[config.mk]
export PLATFORM = sky130hd
export DESIGN_NAME = nand_page_seq
export DESIGN_NICKNAME = d
export VERILOG_FILES = /design/src/rtl/nand_seq_pkg.sv /design/src/rtl/nand_addr_sel.sv /design/src/rtl/nand_word_cnt.sv /design/src/rtl/nand_page_seq.sv
export SDC_FILE = /design/constraint.sdc
export NUM_CORES = 1
export LEC_CHECK = 0
export BUFFER_PORTS_ARGS = -buffer_cell sky130_fd_sc_hd__buf_2
export CAP_MARGIN = 20
export CORE_MARGIN = 2
export CORE_UTILIZATION = 50
export CTS_BUF_LIST = sky130_fd_sc_hd__clkbuf_8 sky130_fd_sc_hd__clkbuf_16
export CTS_CLUSTER_SIZE = 16
export DETAILED_ROUTE_END_ITERATION = 7
export GPL_ROUTABILITY_DRIVEN = 0
export PLACE_DENSITY = 0.74
export SYNTH_ARGS = -nofsm -noshare
export SYNTH_HDL_FRONTEND = slang
export SYNTH_HIERARCHICAL = 1
export SYNTH_SLANG_ARGS = --single-unit
[constraint.sdc]
create_clock -name clk_i -period 4.9 [get_ports clk_i]
set_input_delay 0.735 -clock clk_i [delete_from_list [all_inputs] [get_ports clk_i]]
set_output_delay 0.735 -clock clk_i [all_outputs]
set_load 0.02 [all_outputs]
[src/rtl/nand_seq_pkg.sv]
package nand_seq_pkg;
  typedef enum logic [3:0] {
    ST_IDLE, ST_CMD1, ST_ADDR, ST_CMD2, ST_WAIT_LO, ST_WAIT_HI,
    ST_DATA, ST_RCMD1, ST_RADDR, ST_RCMD2, ST_SPARE, ST_PCMD
  } seq_st_e;

  localparam logic [7:0] OP_READ      = 8'h00;
  localparam logic [7:0] OP_READ_GO   = 8'h30;
  localparam logic [7:0] OP_PROG      = 8'h80;
  localparam logic [7:0] OP_PROG_GO   = 8'h10;
  localparam logic [7:0] OP_RCOL      = 8'h05;
  localparam logic [7:0] OP_RCOL_GO   = 8'hE0;
  localparam logic [7:0] OP_WCOL      = 8'h85;
endpackage

[src/rtl/nand_addr_sel.sv]
module nand_addr_sel #(
  parameter int PAGE_BYTES = 2048,
  parameter int BBM_BYTES  = 2
) (
  input  logic        col_sel_i,
  input  logic [2:0]  idx_i,
  input  logic [23:0] page_i,
  input  logic        bus16_i,
  output logic [7:0]  byte_o
);
  localparam int         SPARE_OFF = PAGE_BYTES + BBM_BYTES;
  localparam logic [15:0] OFF_B8   = 16'(SPARE_OFF);
  localparam logic [15:0] OFF_B16  = 16'(SPARE_OFF / 2);

  logic [15:0] col;

  always_comb begin
    col = bus16_i ? OFF_B16 : OFF_B8;
    if (col_sel_i) begin
      byte_o = idx_i[0] ? col[15:8] : col[7:0];
    end else begin
      case (idx_i)
        3'd2:    byte_o = page_i[7:0];
        3'd3:    byte_o = page_i[15:8];
        3'd4:    byte_o = page_i[23:16];
        default: byte_o = 8'h00;
      endcase
    end
  end
endmodule

[src/rtl/nand_word_cnt.sv]
module nand_word_cnt #(
  parameter int WCNT_W = 10,
  parameter int UNIT_W = 4
) (
  input  logic              clk_i,
  input  logic              rst_ni,
  input  logic              clr_i,
  input  logic              step_i,
  input  logic [WCNT_W-1:0] words_i,
  input  logic [UNIT_W-1:0] units_m1_i,
  output logic              last_o
);
  logic [WCNT_W-1:0] word_q;
  logic [UNIT_W-1:0] unit_q;
  logic              wlast;

  assign wlast  = (word_q == words_i - WCNT_W'(1));
  assign last_o = wlast && (unit_q == units_m1_i);

  always_ff @(posedge clk_i or negedge rst_ni) begin
    if (!rst_ni) begin
      word_q <= '0;
      unit_q <= '0;
    end else if (clr_i || (step_i && last_o)) begin
      word_q <= '0;
      unit_q <= '0;
    end else if (step_i) begin
      if (wlast) begin
        word_q <= '0;
        unit_q <= unit_q + UNIT_W'(1);
      end else begin
        word_q <= word_q + WCNT_W'(1);
      end
    end
  end
endmodule

[src/rtl/nand_page_seq.sv]
module nand_page_seq
  import nand_seq_pkg::*;
#(
  parameter int SECTOR_BYTES = 512,
  parameter int PAGE_BYTES   = 2048,
  parameter int BBM_BYTES    = 2,
  parameter int ECC_BYTES    = 56,
  parameter int MAX_SECTORS  = 16,
  parameter int NUM_CS       = 2,
  localparam int SEC_W = (MAX_SECTORS > 1) ? $clog2(MAX_SECTORS) : 1,
  localparam int CS_W  = (NUM_CS > 1) ? $clog2(NUM_CS) : 1
) (
  input  logic              clk_i,
  input  logic              rst_ni,
  input  logic              start_i,
  input  logic              write_i,
  input  logic              raw_i,
  input  logic              bus16_i,
  input  logic              big_dev_i,
  input  logic [SEC_W-1:0]  sectors_m1_i,
  input  logic [23:0]       page_i,
  input  logic [CS_W-1:0]   cs_i,
  output logic              busy_o,
  output logic              done_o,
  output logic [NUM_CS-1:0] ce_n_o,
  output logic              cle_o,
  output logic              ale_o,
  output logic              we_n_o,
  output logic              re_n_o,
  output logic [15:0]       dq_o,
  input  logic [15:0]       dq_i,
  output logic              dq_oe_o,
  input  logic              rb_i,
  output logic              wid16_o,
  input  logic [15:0]       wr_data_i,
  input  logic              wr_valid_i,
  output logic              wr_ready_o,
  output logic [15:0]       rd_data_o,
  output logic              rd_valid_o,
  output logic              ecc_phase_o
);
  localparam int MAX_WORDS = (SECTOR_BYTES > ECC_BYTES) ? SECTOR_BYTES : ECC_BYTES;
  localparam int WCNT_W    = $clog2(MAX_WORDS + 1);
  localparam logic [WCNT_W-1:0] SEC_N8  = WCNT_W'(SECTOR_BYTES);
  localparam logic [WCNT_W-1:0] SEC_N16 = WCNT_W'(SECTOR_BYTES / 2);
  localparam logic [WCNT_W-1:0] ECC_N8  = WCNT_W'(ECC_BYTES);
  localparam logic [WCNT_W-1:0] ECC_N16 = WCNT_W'(ECC_BYTES / 2);

  seq_st_e          st_q;
  logic [1:0]       ph_q;
  logic [2:0]       idx_q;
  logic             wr_q, raw_q, b16_q, big_q, fin_q;
  logic [SEC_W-1:0] sec_q;
  logic [23:0]      page_q;
  logic [CS_W-1:0]  cs_q;
  logic [15:0]      wdat_q, rd_q;
  logic             rdv_q, done_q;

  logic             is_data, is_wdata, is_cmd, is_addr, beat_end, strobe_lo;
  logic             addr_last, cnt_last, cnt_step;
  logic [7:0]       op, abyte;
  logic [WCNT_W-1:0] words;
  logic [SEC_W-1:0] units_m1;

  assign is_data   = (st_q == ST_DATA) || (st_q == ST_SPARE);
  assign is_wdata  = is_data && wr_q;
  assign is_cmd    = (st_q == ST_CMD1) || (st_q == ST_CMD2) || (st_q == ST_RCMD1) ||
                     (st_q == ST_RCMD2) || (st_q == ST_PCMD);
  assign is_addr   = (st_q == ST_ADDR) || (st_q == ST_RADDR);
  // write data beat: fetch, strobe low, strobe high; all others: low, high
  assign beat_end  = is_wdata ? (ph_q == 2'd2) : (ph_q == 2'd1);
  assign strobe_lo = is_wdata ? (ph_q == 2'd1) : (ph_q == 2'd0);
  assign addr_last = (st_q == ST_RADDR) ? (idx_q == 3'd1) : (idx_q == (big_q ? 3'd4 : 3'd3));

  always_comb begin
    case (st_q)
      ST_CMD1:  op = wr_q ? OP_PROG : OP_READ;
      ST_CMD2:  op = OP_READ_GO;
      ST_RCMD1: op = wr_q ? OP_WCOL : OP_RCOL;
      ST_RCMD2: op = OP_RCOL_GO;
      ST_PCMD:  op = OP_PROG_GO;
      default:  op = 8'h00;
    endcase
  end

  nand_addr_sel #(.PAGE_BYTES(PAGE_BYTES), .BBM_BYTES(BBM_BYTES)) u_addr (
    .col_sel_i (st_q == ST_RADDR),
    .idx_i     (idx_q),
    .page_i    (page_q),
    .bus16_i   (b16_q),
    .byte_o    (abyte)
  );

  assign words    = (st_q == ST_SPARE) ? (b16_q ? ECC_N16 : ECC_N8) : (b16_q ? SEC_N16 : SEC_N8);
  assign units_m1 = (st_q == ST_SPARE) ? '0 : sec_q;
  assign cnt_step = is_data && beat_end;

  nand_word_cnt #(.WCNT_W(WCNT_W), .UNIT_W(SEC_W)) u_cnt (
    .clk_i      (clk_i),
    .rst_ni     (rst_ni),
    .clr_i      (st_q == ST_IDLE),
    .step_i     (cnt_step),
    .words_i    (words),
    .units_m1_i (units_m1),
    .last_o     (cnt_last)
  );

  // pin outputs
  assign busy_o      = (st_q != ST_IDLE);
  assign done_o      = done_q;
  assign cle_o       = is_cmd;
  assign ale_o       = is_addr;
  assign we_n_o      = !((is_cmd || is_addr || is_wdata) && strobe_lo);
  assign re_n_o      = !(is_data && !wr_q && (ph_q == 2'd0));
  assign dq_oe_o     = is_cmd || is_addr || is_wdata;
  assign wid16_o     = is_data && b16_q;
  assign wr_ready_o  = is_wdata && (ph_q == 2'd0);
  assign rd_data_o   = rd_q;
  assign rd_valid_o  = rdv_q;
  assign ecc_phase_o = (st_q == ST_SPARE);

  always_comb begin
    if (is_cmd)        dq_o = {8'h00, op};
    else if (is_addr)  dq_o = {8'h00, abyte};
    else if (is_wdata) dq_o = b16_q ? wdat_q : {8'h00, wdat_q[7:0]};
    else               dq_o = 16'h0000;
  end

  for (genvar k = 0; k < NUM_CS; k++) begin : g_ce
    assign ce_n_o[k] = !(busy_o && (cs_q == CS_W'(k)));
  end

  always_ff @(posedge clk_i or negedge rst_ni) begin
    if (!rst_ni) begin
      st_q <= ST_IDLE; ph_q <= '0; idx_q <= '0;
      wr_q <= 1'b0; raw_q <= 1'b0; b16_q <= 1'b0; big_q <= 1'b0; fin_q <= 1'b0;
      sec_q <= '0; page_q <= '0; cs_q <= '0;
      wdat_q <= '0; rd_q <= '0; rdv_q <= 1'b0; done_q <= 1'b0;
    end else begin
      done_q <= 1'b0;
      rdv_q  <= 1'b0;
      if (is_data && !wr_q && (ph_q == 2'd0)) begin
        rd_q  <= b16_q ? dq_i : {8'h00, dq_i[7:0]};
        rdv_q <= 1'b1;
      end
      case (st_q)
        ST_IDLE: if (start_i) begin
          wr_q <= write_i; raw_q <= raw_i; b16_q <= bus16_i; big_q <= big_dev_i;
          sec_q <= sectors_m1_i; page_q <= page_i; cs_q <= cs_i;
          fin_q <= 1'b0; ph_q <= '0; idx_q <= '0;
          st_q <= ST_CMD1;
        end
        ST_WAIT_LO: if (!rb_i) st_q <= ST_WAIT_HI;
        ST_WAIT_HI: if (rb_i) begin
          if (fin_q) begin
            st_q <= ST_IDLE; done_q <= 1'b1;
          end else begin
            st_q <= ST_DATA;
          end
        end
        default: begin
          if (is_wdata && (ph_q == 2'd0)) begin
            if (wr_valid_i) begin
              wdat_q <= wr_data_i;
              ph_q   <= 2'd1;
            end
          end else if (!beat_end) begin
            ph_q <= ph_q + 2'd1;
          end else begin
            ph_q <= '0;
            case (st_q)
              ST_CMD1: begin st_q <= ST_ADDR; idx_q <= '0; end
              ST_ADDR: begin
                if (addr_last) begin
                  idx_q <= '0;
                  st_q  <= wr_q ? ST_DATA : ST_CMD2;
                end else begin
                  idx_q <= idx_q + 3'd1;
                end
              end
              ST_CMD2: st_q <= ST_WAIT_LO;
              ST_DATA: if (cnt_last) begin
                if (!raw_q)    st_q <= ST_RCMD1;
                else if (wr_q) st_q <= ST_PCMD;
                else begin st_q <= ST_IDLE; done_q <= 1'b1; end
              end
              ST_RCMD1: begin st_q <= ST_RADDR; idx_q <= '0; end
              ST_RADDR: begin
                if (addr_last) begin
                  idx_q <= '0;
                  st_q  <= wr_q ? ST_SPARE : ST_RCMD2;
                end else begin
                  idx_q <= idx_q + 3'd1;
                end
              end
              ST_RCMD2: st_q <= ST_SPARE;
              ST_SPARE: if (cnt_last) begin
                if (wr_q) st_q <= ST_PCMD;
                else begin st_q <= ST_IDLE; done_q <= 1'b1; end
              end
              ST_PCMD: begin st_q <= ST_WAIT_LO; fin_q <= 1'b1; end
              default: st_q <= ST_IDLE;
            endcase
          end
        end
      endcase
    end
  end
endmodule

==> results of run 1 <==
## cell usage in the layout, fill, tap and decap left out, drive strengths merged, types with 9 or more instances in the layout
cell type	count
a21oi	18
a22oi	10
and3	10
buf	121
clkbuf	11
conb	20
dfrtp	91
inv	16
mux2	54
nand2	68
nand2b	10
nand3	12
nor2	26
nor2b	12
nor3	16
o21ai	23
xnor2	9
xor2	16
## cells by family after synthesis
kind of cell | share of synthesized area
AOI/OAI and AO/OA | 0.129
other | 0.000702
adders and majority gates | 0.0164
buffers and inverters | 0.0445
DFF | 0.426
and+or+nand+nor | 0.197
xor gates and xnor gates | 0.0410
muxes | 0.145
## worst max-delay path by stage
stage / endpoint / slack (ns) / cells past startpoint
3_5_place_dp: st_q[2]$_DFFE_PN0P_ / 0.85 / 13
4_1_cts: st_q[2]$_DFFE_PN0P_ / 0.85 / 13
6_report: st_q[2]$_DFFE_PN0P_ / 0.80 / 13
5_1_grt: st_q[2]$_DFFE_PN0P_ / 0.57 / 13
3_3_place_gp: st_q[2]$_DFFE_PN0P_ / 0.97 / 13
2_1_floorplan: st_q[2]$_DFFE_PN0P_ / 0.67 / 14
## power by group
| group | total (uW) | switching, uW | internal, uW | leakage [uW] |
|---|---|---|---|---|
| sequential | 1330 | 267 | 1060 | 0.00115 |
| clock | 535 | 269 | 266 | 0.000106 |
| combinational | 1720 | 922 | 796 | 0.00185 |
## stage by stage
stage	hold slack, ns	std cells	util	area (sq um)	setup WS, ns
after floorplan	0.439	537	-	5410	0.669
after global placement	0.444	765	0.581	6030	0.973
after detailed placement	0.452	765	0.581	6030	0.850
after CTS	0.350	781	0.602	6240	0.846
after global routing	0.371	781	0.602	6240	0.572
final	0.339	781	0.602	6240	0.796
## critical path: stages (launching register included)
cell,delay (ns)
sky130_fd_sc_hd__dfrtp_1,0.57
sky130_fd_sc_hd__nand2b_1,0.26
sky130_fd_sc_hd__nor2_1,0.11
sky130_fd_sc_hd__and2_1,0.25
sky130_fd_sc_hd__or3_4,0.43
sky130_fd_sc_hd__o31a_1,0.27
sky130_fd_sc_hd__a2111o_1,0.39
sky130_fd_sc_hd__a221oi_4,0.34
sky130_fd_sc_hd__and3_1,0.26
sky130_fd_sc_hd__nand3_1,0.08
sky130_fd_sc_hd__nor3_1,0.30
sky130_fd_sc_hd__o32ai_4,0.16
sky130_fd_sc_hd__a21oi_2,0.25
sky130_fd_sc_hd__mux2_4,0.32
## sequential cells by signal, indices dropped and copies added (netlist names)
name / count
page_q: 24
ph_q: 2
wr_q: 1
cs_q: 1
st_q: 4
big_q: 1
raw_q: 1
u_cnt/unit_q: 4
wdat_q: 16
u_cnt/word_q: 10
rd_valid_o: 1
rd_data_o: 16
idx_q: 3
done_o: 1
b16_q: 1
fin_q: 1
sec_q: 4
## area by class of cell
type / instances / share of cell area
clock buffer: 11 / 0.0243
clock inverter: 5 / 0.00962
inverter: 16 / 0.00962
multi-input combinational: 401 / 0.464
sequential: 91 / 0.365
tap: 136 / 0.0273
timing repair buffer: 121 / 0.100
## routing by layer
layer | wire [um] | vias to the layer above | track usage
li1 | - | 2068 | -
met1 | 5370 | 2101 | 0.297
met2 | 5870 | 181 | 0.352
met3 | 905 | 21 | 0.0466
met4 | 248 | 0 | 0.0861
met5 | 0 | - | 0
==> impl_metrics.env, run 1 <==
export IMPL_result_of_the_run="completed"
export IMPL_relSlewSlack=0.456
export IMPL_synth_sequential_area_ratio=0.426
export IMPL_ys_warnings_count=6
export IMPL_max_clock_freq_mhz=244
export IMPL_insertion_delay_ns=0.36
export IMPL_tritoncts="built"
export IMPL_power_total_uw=3580
export IMPL_grt_overflow_total=0
export IMPL_clock_skew_ns=0.00965
export IMPL_total_leakage_power_uw=0.00310
export IMPL_clkTransAtPathRegs_ns=0.09
export IMPL_most_used_dff_post_synth="sky130_fd_sc_hd__dfrtp_1"
export IMPL_setup_worst_path_start_class="register"
export IMPL_grt_pass1_vias=4296
export IMPL_crit_arrival_ns=4.35
export IMPL_rsz_0062_raised_after_global_routing="false"
export IMPL_worst_hold_path_type="primary input to asynchronous set/reset pin"
export IMPL_clockBufferDepth=2
export IMPL_grt_max_degree=54
export IMPL_io_buffer_count=114
export IMPL_multi_input_comb_area_sq_um=2900
export IMPL_timing_critical_path_required_ns=5.15
export IMPL_initial_utilization=0.515
export IMPL_timing_final_hold_violations=0
export IMPL_cts_setup_buffers=0
export IMPL_top_cells_by_area_in_the_synthesized_netlist="sky130_fd_sc_hd__dfrtp_1, sky130_fd_sc_hd__mux2_4, sky130_fd_sc_hd__nand2_1"
export IMPL_post_synth_instance_area_sq_um=5340
export IMPL_setup_violating_endpoint_count_in_the_final_report=0
export IMPL_dieHeight_um=107
export IMPL_critical_register_to_register_path_startpoint="st_q[3]$_DFFE_PN0P_"
export IMPL_synth_edf_count=0
export IMPL_die_w_um=107
export IMPL_crit_fanout=15
export IMPL_top_cell_type_by_total_area_after_synthesis="sky130_fd_sc_hd__dfrtp_1"
export IMPL_ys_ff_latch=91
export IMPL_drt_pre_antenna_iters=6
export IMPL_cts_hold_fix_buffers=0
export IMPL_ys_async_sr_fraction=1.00
export IMPL_place_detailed_hpwl_um=8970
export IMPL_wirelength_um=12400
export IMPL_setup_tns_final_ns=0
export IMPL_post_synth_inst_count=518
export IMPL_power_density_nw_per_um2=574
export IMPL_cts_htree_levels=3
export IMPL_fin_crit_sh=0.837
export IMPL_path_class="register to register"
export IMPL_ctsResizeCount=0
export IMPL_vias=4371
export IMPL_setup_worst_path_start="st_q[3]$_DFFE_PN0P_"
export IMPL_internal_reg_to_reg_setup_slack_ns=0.80
export IMPL_cts_root_buffer="sky130_fd_sc_hd__clkbuf_8"
export IMPL_yosys_top_cells_count="sky130_fd_sc_hd__dfrtp_1, sky130_fd_sc_hd__nand2_1, sky130_fd_sc_hd__mux2_4"
export IMPL_antenna_violating_nets_post_route=0
export IMPL_detailed_router_s_first_iteration_violation_count=398
export IMPL_floorplan_core_area_sq_um=10400
export IMPL_endpoint_of_the_worst_slack_reg_to_reg_timing_path="st_q[2]$_DFFE_PN0P_"
export IMPL_synthDistinctLibCells=77
export IMPL_antenna_found_initial=0
export IMPL_floorplan_rows=37
export IMPL_detail_route_drc_violations=0
export IMPL_track_usage=0.221
export IMPL_tightestPinTransition_ns=0.815
export IMPL_ir_drop_uv=336
export IMPL_synth_most_common_cell="sky130_fd_sc_hd__dfrtp_1"
export IMPL_reg2reg_depth=13
export IMPL_n_antenna_cell=0
export IMPL_regArea_sq_um=2280
export IMPL_design_die_area_sq_um=11500
export IMPL_flow_area_growth_from_synthesis_pct=16.9
export IMPL_synth_top_cell_area_share=0.426
export IMPL_synthesis_area_per_instance_sq_um=10.3
export IMPL_layout_drive_gt1_share=0.315
export IMPL_filler_cell_count=896
export IMPL_report_final_slew_viol_count=0
export IMPL_number_of_buffers_created_by_cts=9
export IMPL_routed_length_per_instance_um=15.9
export IMPL_drv_cap=0
export IMPL_period_needed_ns=4.10
export IMPL_cp_end_kind="register"
export IMPL_nets=717
export IMPL_cts_sink_count=91
export IMPL_floorplan_io_pins=115
export IMPL_grt_first_pass_wirelength_um=20400
export IMPL_vias_per_cell=5.60
Note: power is estimated with default switching activity, not from simulation.
==> run 2: changes to the inputs <==
- ABC_AREA: not set -> 1
- clock period: 4.9 -> 4.3 ns (I/O delays scaled with it)
==> impl_metrics.env, run 2 <==
export IMPL_clock_skew_ns=0.00685
export IMPL_vias_per_cell=5.07
export IMPL_track_usage=0.239
export IMPL_routed_length_per_instance_um=13.1
export IMPL_placedInstanceArea_sq_um=5840
export IMPL_report_final_slew_viol_count=0
export IMPL_result_of_the_run="completed"
export IMPL_cts_setup_buffers=0
export IMPL_grt_first_pass_wirelength_um=21600
export IMPL_synthesis_area_per_instance_sq_um=7.36
export IMPL_drv_cap=0
export IMPL_grt_pass1_vias=4681
export IMPL_ys_async_sr_fraction=1.00
export IMPL_grt_overflow_total=0
export IMPL_tritoncts="built"
export IMPL_io_buffer_count=114
export IMPL_antenna_violating_nets_post_route=0
export IMPL_cts_htree_levels=3
export IMPL_nets=899
export IMPL_cts_hold_fix_buffers=0
export IMPL_relSlewSlack=0.553
export IMPL_cts_root_buffer="sky130_fd_sc_hd__clkbuf_8"
export IMPL_timing_final_hold_violations=0
export IMPL_post_synth_inst_count=708
export IMPL_max_clock_freq_mhz=323
export IMPL_place_detailed_hpwl_um=9470
export IMPL_die_w_um=106
export IMPL_mostFrequentLayoutCells="sky130_fd_sc_hd__nand2_1, sky130_fd_sc_hd__buf_2, sky130_fd_sc_hd__dfrtp_1, sky130_fd_sc_hd__inv_1, sky130_fd_sc_hd__nor2_1"
export IMPL_postLayoutCellArea_sq_um=6070
export IMPL_timing_critical_path_required_ns=3.65
export IMPL_design_die_area_sq_um=11300
export IMPL_number_of_buffers_created_by_cts=9
export IMPL_cpMaxStageDelayCell="sky130_fd_sc_hd__dfrtp_1"
export IMPL_insertion_delay_ns=0.37
export IMPL_tightestPinTransition_ns=0.670
export IMPL_synth_edf_count=0
export IMPL_drt_pre_antenna_iters=5
export IMPL_worst_hold_path_type="primary input to asynchronous set/reset pin"
export IMPL_floorplan_io_pins=115
export IMPL_dieHeight_um=106
export IMPL_initial_utilization=0.509
export IMPL_post_synth_instance_area_sq_um=5210
export IMPL_crit_arrival_ns=2.45
export IMPL_ctsResizeCount=0
export IMPL_grt_max_degree=57
export IMPL_vias=4882
export IMPL_rsz_0062_raised_after_global_routing="false"
export IMPL_setup_slack_after_layout_ns=1.21
export IMPL_top_cell_type_by_total_area_after_synthesis="sky130_fd_sc_hd__dfrtp_1"
export IMPL_cp_top_family="buffers and inverters"
export IMPL_ys_ff_latch=91
export IMPL_fin_crit_sh=0.720
export IMPL_layout_drive_gt1_share=0.210
export IMPL_ys_warnings_count=6
export IMPL_detail_route_drc_violations=0
export IMPL_synth_sequential_area_ratio=0.437
export IMPL_clockBufferDepth=2
export IMPL_filler_cell_count=948
export IMPL_antenna_found_initial=0
export IMPL_setup_worst_path_start_class="register"
export IMPL_largest_register="page_q"
export IMPL_crit_fanout=11
export IMPL_crit_chain="nor2_1, nand2_1, inv_1, nor2_1, inv_1, nor2_1, o22ai_1, inv_1, buf_2"
export IMPL_synth_top_cell_area_share=0.437
export IMPL_setup_tns_final_ns=0
export IMPL_commonest_non_fill_non_tap_cell_in_the_layout="sky130_fd_sc_hd__nand2_1"
export IMPL_synth_most_common_cell="sky130_fd_sc_hd__nand2_1"
export IMPL_top_cells_by_area_in_the_synthesized_netlist="sky130_fd_sc_hd__dfrtp_1, sky130_fd_sc_hd__nand2_1, sky130_fd_sc_hd__inv_1"
export IMPL_worst_path_buf_inv=4
export IMPL_ir_drop_uv=321
export IMPL_n_antenna_cell=0
export IMPL_wirelength_um=12600
export IMPL_floorplan_core_area_sq_um=10200
export IMPL_dp_worst_setup_slack_ns=1.52
export IMPL_total_leakage_power_uw=0.00333
export IMPL_flow_area_growth_from_synthesis_pct=16.5
export IMPL_detailed_router_s_first_iteration_violation_count=366
export IMPL_cts_sink_count=91
export IMPL_yosys_top_cells_count="sky130_fd_sc_hd__nand2_1, sky130_fd_sc_hd__dfrtp_1, sky130_fd_sc_hd__inv_1"
export IMPL_largest_reg_flops=24
export IMPL_period_needed_ns=3.09
export IMPL_power_density_nw_per_um2=646
export IMPL_floorplan_rows=37
export IMPL_cp_end_kind="primary output"
export IMPL_final_core_util=0.593
export IMPL_cpPeakStageDelay_ns=0.50
export IMPL_synthDistinctLibCells=38
export IMPL_path_class="register to primary output"
export IMPL_clkTransAtPathRegs_ns=0.09
export IMPL_setup_violating_endpoint_count_in_the_final_report=0
export IMPL_most_used_dff_post_synth="sky130_fd_sc_hd__dfrtp_1"
## run 2: changes by cell type in the layout (fill, tap and decap cells not counted), moves of 11 or more
cell | previous run | this run
sky130_fd_sc_hd__o21ai_0 | 14 | 25
sky130_fd_sc_hd__nand3_1 | 12 | 47
sky130_fd_sc_hd__mux2_2 | 13 | 0
sky130_fd_sc_hd__nand4_1 | 6 | 19
sky130_fd_sc_hd__nand2_1 | 66 | 255
sky130_fd_sc_hd__mux2_4 | 34 | 0
sky130_fd_sc_hd__nor2b_1 | 12 | 0
sky130_fd_sc_hd__inv_1 | 12 | 73
sky130_fd_sc_hd__nor2_1 | 25 | 64
## run 2: final timing paths
path | startpoint | end | slack, ns | depth (start not counted)
min in group clk_i | dq_i[0] | rd_data_o[0]$_DFFE_PN0P_ | 0.47 | 3
setup reg to reg | st_q[3]$_DFFE_PN0P_ | st_q[3]$_DFFE_PN0P_ | 1.43 | 20
hold reg to reg | rd_data_o[4]$_DFFE_PN0P_ | rd_data_o[4]$_DFFE_PN0P_ | 0.48 | 2
hold / removal | rst_ni | u_cnt/unit_q[1]$_DFFE_PN0P_ | 0.31 | 1
max in group asynchronous | rst_ni | wdat_q[7]$_DFFE_PN0P_ | 3.10 | 2
setup / recovery | st_q[1]$_DFFE_PN0P_ | we_n_o | 1.21 | 9
## run 2: final cells by class
| type | count | area, sq um | share of cell area |
|---|---|---|---|
| multi-input combinational | 516 | 2470 | 0.406 |
| sequential | 91 | 2280 | 0.375 |
| timing repair buffer | 117 | 596 | 0.0981 |
| inverter | 87 | 334 | 0.0550 |
| tap | 136 | 170 | 0.0280 |
| clock buffer | 9 | 124 | 0.0204 |
| clock inverter | 7 | 105 | 0.0173 |
## run 2: power breakdown
| group | internal, uW | leakage, uW | total (uW) | switching, uW |
|---|---|---|---|---|
| clock | 336 | 0.000112 | 658 | 322 |
| sequential | 1210 | 0.00112 | 1480 | 265 |
| combinational | 576 | 0.00209 | 1790 | 1210 |
## run 2: through the flow
| stage | hold WS [ns] | std cells | total power (uW) |
|---|---|---|---|
| floorplan | 0.349 | 717 | 2770 |
| global placement | 0.452 | 947 | 3200 |
| detailed placement | 0.457 | 947 | 3270 |
| CTS | 0.325 | 963 | 3940 |
| global route | 0.355 | 963 | 4260 |
| finish | 0.307 | 963 | 3930 |
## run 2: cell families (layout without fill, tap and decap cells)
| group | count (synthesis) | in the layout | share of synthesized area |
|---|---|---|---|
| AOI/OAI and AO/OA | 61 | 61 | 0.0679 |
| xor gates and xnor gates | 19 | 19 | 0.0319 |
| adders and majority gates | 7 | 7 | 0.0168 |
| buffers and inverters | 110 | 220 | 0.0965 |
| DFF | 91 | 91 | 0.437 |
| other | 1 | 10 | 0.000719 |
| and+or+nand+nor | 419 | 419 | 0.349 |
## run 2: metal layers
metal,track usage,share of wire
met5,0,0
met2,0.385,0.45
met1,0.320,0.45
met4,0.102,0.031
met3,0.0374,0.063
